[config.mk]
export PLATFORM = sky130hd
export DESIGN_NAME = access_pulse_ctrl
export DESIGN_NICKNAME = d
export VERILOG_FILES = /design/src/rtl/apc_pkg.sv /design/src/rtl/apc_oneshot.sv /design/src/rtl/apc_led_bank.sv /design/src/rtl/apc_rst_bank.sv /design/src/rtl/access_pulse_ctrl.sv
export SDC_FILE = /design/constraint.sdc
export NUM_CORES = 1
export LEC_CHECK = 0
export BUFFER_PORTS_ARGS = -buffer_cell sky130_fd_sc_hd__buf_4
export CORE_ASPECT_RATIO = 1.5
export CORE_UTILIZATION = 30
export CTS_BUF_LIST = sky130_fd_sc_hd__clkbuf_16
export CTS_CLUSTER_SIZE = 16
export DETAILED_ROUTE_END_ITERATION = 12
export HOLD_SLACK_MARGIN = 0.02
export PLACE_DENSITY = 0.43
export SYNTH_ARGS = -nofsm -noshare
export SYNTH_HDL_FRONTEND = slang
export SYNTH_SLANG_ARGS = --single-unit
export TNS_END_PERCENT = 100
[constraint.sdc]
create_clock -name clk -period 3.2 [get_ports clk]
set_clock_uncertainty 0.05 [all_clocks]
set_input_delay 0.64 -clock clk [delete_from_list [all_inputs] [get_ports clk]]
set_output_delay 0.64 -clock clk [all_outputs]
set_load 0.02 [all_outputs]
[src/rtl/apc_pkg.sv]
package apc_pkg;

    localparam int SLOTS_DEF = 5;

    // Which kind of pulse a bank produces
    typedef enum logic [0:0] {
        PK_INDICATOR = 1'b0,
        PK_RESET     = 1'b1
    } pulse_kind_e;

    // Counter width able to hold the value 'hold'
    function automatic int cnt_width(input int hold);
        int w;
        w = $clog2(hold + 1);
        return (w < 1) ? 1 : w;
    endfunction

endpackage

[src/rtl/apc_oneshot.sv]
module apc_oneshot #(
    parameter int                  HOLD = 4,
    parameter apc_pkg::pulse_kind_e KIND = apc_pkg::PK_INDICATOR
) (
    input  logic clk,
    input  logic rst,
    input  logic trig,
    output logic pulse_o,
    output logic busy_o
);
    localparam int CW = apc_pkg::cnt_width(HOLD);

    logic [CW-1:0] cnt_q;
    logic          act_q;

    // Retriggerable: every trigger reloads the full hold
    always_ff @(posedge clk) begin
        if (rst) begin
            cnt_q <= '0;
            act_q <= 1'b0;
        end else if (trig) begin
            cnt_q <= CW'(HOLD);
            act_q <= 1'b1;
        end else if (cnt_q != '0) begin
            cnt_q <= cnt_q - CW'(1);
            act_q <= (cnt_q != CW'(1));
        end
    end

    assign pulse_o = act_q;
    assign busy_o  = (cnt_q != '0);

    AST_TRIG_ARMS: assert property (@(posedge clk) disable iff (rst)
        trig |=> pulse_o);

    AST_HOLD_EXPIRES: assert property (@(posedge clk) disable iff (rst)
        (cnt_q == CW'(1) && !trig) |=> !pulse_o);

    AST_CNT_BOUND: assert property (@(posedge clk) disable iff (rst)
        cnt_q <= CW'(HOLD));

    if (KIND == apc_pkg::PK_RESET) begin : g_rst_kind
        AST_RST_MIN_WIDTH: assert property (@(posedge clk) disable iff (rst)
            (pulse_o && !trig && cnt_q > CW'(1)) |=> pulse_o);
    end
endmodule

[src/rtl/apc_led_bank.sv]
module apc_led_bank #(
    parameter int NSLOT    = 5,
    parameter int LED_HOLD = 8
) (
    input  logic             clk,
    input  logic             rst,
    input  logic [NSLOT-1:0] slot_sel,
    input  logic             creg_sel,
    output logic [NSLOT:0]   led_o
);
    localparam int NLED = NSLOT + 1;

    logic [NLED-1:0] trig_w;
    logic [NLED-1:0] pulse_w;
    logic [NLED-1:0] busy_w;

    // Top bit is the carrier-register indicator
    assign trig_w = {creg_sel, slot_sel};

    for (genvar i = 0; i < NLED; i++) begin : g_led
        apc_oneshot #(
            .HOLD (LED_HOLD),
            .KIND (apc_pkg::PK_INDICATOR)
        ) u_os (
            .clk     (clk),
            .rst     (rst),
            .trig    (trig_w[i]),
            .pulse_o (pulse_w[i]),
            .busy_o  (busy_w[i])
        );

        AST_LED_COHERENT: assert property (@(posedge clk) disable iff (rst)
            pulse_w[i] == busy_w[i]);
    end

    // Lamps follow the one-shots combinationally
    assign led_o = pulse_w;
endmodule

[src/rtl/apc_rst_bank.sv]
module apc_rst_bank #(
    parameter int NSLOT    = 5,
    parameter int RST_HOLD = 16
) (
    input  logic             clk,
    input  logic             rst,
    input  logic             sys_rst,
    input  logic             wr_en,
    input  logic [NSLOT-1:0] wr_data,
    output logic [NSLOT-1:0] mod_rst_o,
    output logic [NSLOT-1:0] status_o
);
    logic [NSLOT-1:0] trig_w;
    logic [NSLOT-1:0] pulse_w;
    logic [NSLOT-1:0] busy_w;

    // Only bits written as 1 under the strobe start a pulse
    assign trig_w = {NSLOT{wr_en}} & wr_data;

    for (genvar i = 0; i < NSLOT; i++) begin : g_slot
        apc_oneshot #(
            .HOLD (RST_HOLD),
            .KIND (apc_pkg::PK_RESET)
        ) u_os (
            .clk     (clk),
            .rst     (rst),
            .trig    (trig_w[i]),
            .pulse_o (pulse_w[i]),
            .busy_o  (busy_w[i])
        );

        AST_ZERO_BIT_INERT: assert property (@(posedge clk) disable iff (rst)
            (wr_en && !wr_data[i] && !pulse_w[i]) |=> !pulse_w[i]);

        AST_WRITE_GATED: assert property (@(posedge clk) disable iff (rst)
            (!wr_en && !pulse_w[i]) |=> !pulse_w[i]);
    end

    // Output path uses the pulse flag, status uses the counter
    assign mod_rst_o = {NSLOT{sys_rst}} | pulse_w;
    assign status_o  = {NSLOT{sys_rst}} | busy_w;
endmodule

[src/rtl/access_pulse_ctrl.sv]
module access_pulse_ctrl #(
    parameter int NSLOT    = apc_pkg::SLOTS_DEF,
    parameter int LED_HOLD = 1_000_000,
    parameter int RST_HOLD = 10_000_000
) (
    input  logic             clk,
    input  logic             rst,
    input  logic             sys_rst,
    input  logic [NSLOT-1:0] slot_sel,
    input  logic             creg_sel,
    input  logic             rst_wr_en,
    input  logic [NSLOT-1:0] rst_wr_data,
    output logic [NSLOT:0]   led_o,
    output logic [NSLOT-1:0] mod_rst_o,
    output logic [NSLOT-1:0] rst_status_o
);
    apc_led_bank #(
        .NSLOT    (NSLOT),
        .LED_HOLD (LED_HOLD)
    ) u_led (
        .clk      (clk),
        .rst      (rst),
        .slot_sel (slot_sel),
        .creg_sel (creg_sel),
        .led_o    (led_o)
    );

    apc_rst_bank #(
        .NSLOT    (NSLOT),
        .RST_HOLD (RST_HOLD)
    ) u_rst (
        .clk       (clk),
        .rst       (rst),
        .sys_rst   (sys_rst),
        .wr_en     (rst_wr_en),
        .wr_data   (rst_wr_data),
        .mod_rst_o (mod_rst_o),
        .status_o  (rst_status_o)
    );

    AST_SYS_FORCES_ALL: assert property (@(posedge clk) disable iff (rst)
        sys_rst |-> (&mod_rst_o));

    AST_STATUS_MATCH: assert property (@(posedge clk) disable iff (rst)
        rst_status_o == mod_rst_o);

    AST_ALL_SLOTS_START: assert property (@(posedge clk) disable iff (rst)
        (rst_wr_en && (&rst_wr_data)) |=> (&mod_rst_o));
endmodule

## After elaboration in Yosys (flattened, before gate mapping)

Cells that the tools add are included.

| word-level totals | value |
|---|---|
| register bits | 251 |
| bits of input ports | 15 |
| word-level logic and storage cells | 135 |
| output and inout port bits | 16 |

| operators by class | value |
|---|---|
| bitwise gates (word level) | 3 |
| equal/unequal tests | 11 |
| reduce and logical (&&, ||, !) cells | 33 |
| add/sub/neg operators | 11 |
| mux-type cells | 44 |

Operators by type and width:

| operator | number |
|---|---|
| $mux 20 | 12 |
| $mux 24 | 10 |
| $ne 20x1->1 const B | 6 |
| $ne 24x1->1 const B | 5 |
| $reduce_bool 20->1 | 6 |
| $reduce_bool 24->1 | 5 |
| $sub 20x1->20 const B | 6 |
| $sub 24x1->24 const B | 5 |
| $mux 1 | 22 |
| $reduce_bool 2->1 | 11 |
| $reduce_or 2->1 | 11 |
| $or 5x5->5 | 2 |
| $and 5x5->5 | 1 |

## Logic depth before layout (Yosys ltp)

| depth | value |
|---|---|
| depth after elaboration | 3 |
| mapped depth | 9 |
| mapped depth without buffers | 7 |

## Hierarchy

From an unflattened synthesis, not the netlist that was laid out.

| second synthesis, totals | value |
|---|---|
| cell total of the unflattened synthesis | 1,514 |
| area total of the unflattened synthesis | 13,196.4 µm² |

Modules (own cells, without submodules):

| module | seq. area each (µm²) | times used | cells each | area each (µm²) |
|---|---|---|---|---|
| apc_oneshot (u_rst.g_slot[0].u_os ...) | 500.5 | 5 | 151 | 1,333.8 |
| apc_oneshot (u_led.g_led[0].u_os ...) | 420.4 | 6 | 124 | 1,072.3 |
| apc_rst_bank | 0.0 | 1 | 15 | 93.8 |

## Worst setup path before layout

OpenSTA, ideal clock, no wires.

| timing | value |
|---|---|
| path type | reg2out |
| start | register u_rst.g_slot[3].u_os.cnt_q[0] |
| end | output rst_status_o[3] |
| setup slack | 690 ps |
| arrival time | 1,820 ps |
| required time | 2,510 ps |
| cell stages (with the launch flop) | 6 |
| path buffers | 0 |
| cells stage by stage | dfxtp_1 > inv_1 > ha_1 > nor3b_1 > nand3_1 > or3_1 |

| on the way | value |
|---|---|
| cells in the longest elaborated chain, start to end | 2 |

RTL lines:

| item | RTL line | source |
|---|---|---|
| from (decl) | apc_oneshot.sv:13 | `logic [CW-1:0] cnt_q;` |
| from (signal assigned) | apc_oneshot.sv:22 | `cnt_q <= CW'(HOLD);` |
| from (signal assigned) | apc_oneshot.sv:25 | `cnt_q <= cnt_q - CW'(1);` |
| $reduce_bool 24->1 | apc_oneshot.sv:31 | `assign busy_o = (cnt_q != '0);` |
| $or 5x5->5 | apc_rst_bank.sv:41 | `assign status_o = {NSLOT{sys_rst}} \| busy_w;` |
| to (decl) | access_pulse_ctrl.sv:15 | `output logic [NSLOT-1:0] rst_status_o` |

Every way passes these cells.

## Final worst setup path

| timing | value |
|---|---|
| start | register u_rst.g_slot[2].u_os.cnt_q[1] |
| end | output rst_status_o[2] |

| on the way | value |
|---|---|
| cells in the longest elaborated chain, start to end | 2 |

RTL lines:

| item | RTL line |
|---|---|
| from (decl) | apc_oneshot.sv:13 |
| from (signal assigned) | apc_oneshot.sv:22 |
| from (signal assigned) | apc_oneshot.sv:25 |
| $reduce_bool 24->1 | apc_oneshot.sv:31 |
| $or 5x5->5 | apc_rst_bank.sv:41 |

Every way passes these cells.

==> impl_metrics.yaml <==
final_layout:
  drive_gt1_share_pct: 10.3
  final-seq-area_um2: 5030
  area_delta_synth_final_pct: 16.2
  n_fill_cell: 4310
  layout.cells.non_filler: 2081
  most-common-layout-cells: "250 x dfxtp_1, 167 x nor2_1, 116 x a21oi_1, 73 x or3_1, 66 x xor2_1"
  fin_nets: 1544
  antenna_cells: 0
  multi_input_area_um2: 7150
  final_common_cell: "dfxtp_1"
timing:
  maxSlewHeadroom_pct: 46.7
  finalHoldViolCount: 0
  setup_viol: 0
  worst_pin_slew_ns: 0.792
  holdWs_ns: 0.282
  period_needed_ns: 3.06
  finalCritPeriodShare_pct: 95.7
  grt_setup_unrepaired: "false"
  setup_ws_ns: 0.139
  fmax_ghz: 0.327
  slew_violations: 0
  tns_ns: 0
hold_path:
  hold_class: "input port to register"
clock_network:
  cts.sinks: 251
  clockBufferDepth: 3
  cts-root-buf: "clkbuf_16"
  clkLatencyLatePin_ns: 0.56
  cts_tree: "built"
  numCtsBuffers: 30
  cts_max_level: 1
  cts-hold-fix-buffers: 0
  cts.reportedPaths.clkPinSlew_ns: 0.07
critical_path:
  crit_family: "simple AND/OR/NAND/NOR gates"
  start_kind: "register"
  path_max_fanout: 4
  worstPathRequired_ns: 2.51
  cp_data_arrival_time_ns: 2.37
  critPathBufInv: 2
  critPathKind: "register to output port"
  cp_slowest_cell: "or4b_2"
  max_stage_delay_ns: 0.57
  worstSetupEndpointType: "output port"
  crit_path_cell_trace: "inv_1 > ha_2 > or4b_2 > or4_1 > buf_4"
route:
  vias: 10700
  ant_nets: 0
  drc: 0
  drtPass1Iterations: 5
  vias_per_cell: 5.15
  routed_wl_um: 31000
  drtIter0Drc: 465
  wl_per_cell_um: 14.9
floorplanning:
  dieWidth_um: 169
  placementRows: 91
  pin_count: 31
  coreArea_um2: 41200
  die_area_um2: 42600
  die_h_um: 252
  start_util_pct: 30.4
yosys:
  async_flop_share_pct: 0
  syn_inst: 1468
  ys.flop_type: "dfxtp_1"
  yosysWarnings: 0
  synth_area_um2: 12500
  synth_area_per_cell_um2: 8.54
  synth-edff-count: 0
  syn-num-nets: 1511
  synth_seq_area_share_pct: 40.1
  synth_seq_cells: 251
  yosysUniqueCellTypes: 63
placement:
  place_inst: 2025
  portBuffers: 30
  gp_congestion: 0.750
  dp_worst_setup_slack_ns: 0.538
  place_hpwl_um: 21100
global_route:
  antenna_found_initial: 0
  grt_pass1_vias: 10500
  grt_pass1_wl_um: 52100
  gr-total-overflow: 0
  grt.total_usage_pct: 14.7
  grt_max_degree: 52
power:
  p_leak_nw: 5.37
  power.density_nw_per_um2: 811
  peakVddDrop_mv: 0.370
run_status:
  status: "complete, no violations"
job:
  max_cap_violations: 0
## worst paths after layout
kind | startpoint | to | slack (ns) | cells after the start
worst min-delay path | slot_sel[4] | u_led.g_led[4].u_os.cnt_q[6] | 0.28 | 2
worst max register to register | u_led.g_led[2].u_os.cnt_q[0] | u_led.g_led[2].u_os.cnt_q[6] | 0.66 | 7
worst min register to register | u_led.g_led[3].u_os.cnt_q[15] | u_led.g_led[3].u_os.cnt_q[15] | 0.42 | 2
worst max-delay path | u_rst.g_slot[2].u_os.cnt_q[1] | rst_status_o[2] | 0.14 | 5
## state kept, by name, indices dropped and copies added (netlist names)
name	cells
u_led.g_led.u_os.cnt_q	120
u_led.g_led.u_os.pulse_o	6
u_rst.g_slot.u_os.cnt_q	120
u_rst.g_slot.u_os.pulse_o	5
## repair_timing
action	CTS	global route
resized for setup	2	6
setup endpoints to repair	2	3
buffers inserted	0	2
cloned	0	0
pin swaps	0	1
## worst reg2reg max path, delay by kind of cell, from the launching register on
kind | cells | cell delay (ns)
and+or+nand+nor | 4 | 1.58
DFF | 1 | 0.34
adders and majority gates | 1 | 0.31
AOI/OAI and AO/OA | 1 | 0.07
buffers and inverters | 1 | 0.06
## logic make-up after synthesis
logic type / Yosys count / share of synthesized area [%]
AOI/OAI and AO/OA: 319 / 15.9
xor gates and xnor gates: 125 / 8.73
adders and majority gates: 28 / 2.79
buffers and inverters: 99 / 3.21
DFF: 251 / 40.1
muxes: 17 / 1.36
and+or+nand+nor: 629 / 27.9
## where the power goes
part           switching (W)  total (W)  internal (W)  leakage (nW)
registers           0.000541    0.00417       0.00363          2.07
clock network        0.00141    0.00388       0.00247         0.554
logic                0.00218    0.00377       0.00159          2.75
## metrics by stage
stage,power [W],instance area [µm²],util (%)
6_report,0.0118,14600,35.3
5_1_grt,0.0127,14600,35.3
4_1_cts,0.0120,14500,35.2
3_5_place_dp,0.00795,13400,32.5
3_3_place_gp,0.00795,13400,32.5
2_1_floorplan,0.00703,12500,-
## cells in the mapped netlist (3+ instances only)
cell type  number  area (µm²)
mux2i_1        17         170
a31oi_1        36         225
o31a_1          3        26.3
or2_2          27         169
or3_1          73         457
a211oi_1       20         150
buf_2           6        30.0
xnor2_1        59         517
or4b_2          3        30.0
nor2b_1         7        43.8
o31ai_1        29         218
and2_1          6        37.5
xor2_1         66         578
nor3b_1         7        52.6
o21ai_0        53         265
inv_1          45         169
nand3b_1       12        90.1
a41oi_1         3        26.3
and4_1          6        52.6
a21o_1          3        22.5
nor4_2          8         100
dfxtp_1       251        5020
o211ai_1       16         120
nor4b_1         7        61.3
and3_1          9        56.3
o311ai_0        4        35.0
nand2b_1       16         100
nor3_1         50         250
a311oi_1        6        52.6
nor2_1        167         627
o41ai_1        10        87.6
or4_1          42         315
buf_4           6        45.0
nand4b_1        5        43.8
nand3_1        39         195
nand4_1        25         156
nor4_1         48         300
nand2_1        58         218
clkbuf_1       41         154
ha_1           28         350
a21oi_1       116         581
o21a_1          6        45.0
a2111oi_0       4        35.0
## per-layer routing
metal,track usage (%),share of wire (%),up-vias
li1,-,-,5489
met1,17.1,44,5071
met2,27.3,51,105
met3,2.08,2.9,48
met4,4.75,2.0,0
met5,0,0,-
## layout make-up
| class | instances | share of cell area, % |
|---|---|---|
| tap | 558 | 4.79 |
| clock inverter | 23 | 2.30 |
| inverter | 45 | 1.16 |
| multi-input combinational | 1118 | 49.1 |
| clock buffer | 31 | 5.33 |
| timing repair buffer | 55 | 2.83 |
| sequential | 251 | 34.5 |
Note: power is estimated with default switching activity, not from simulation.
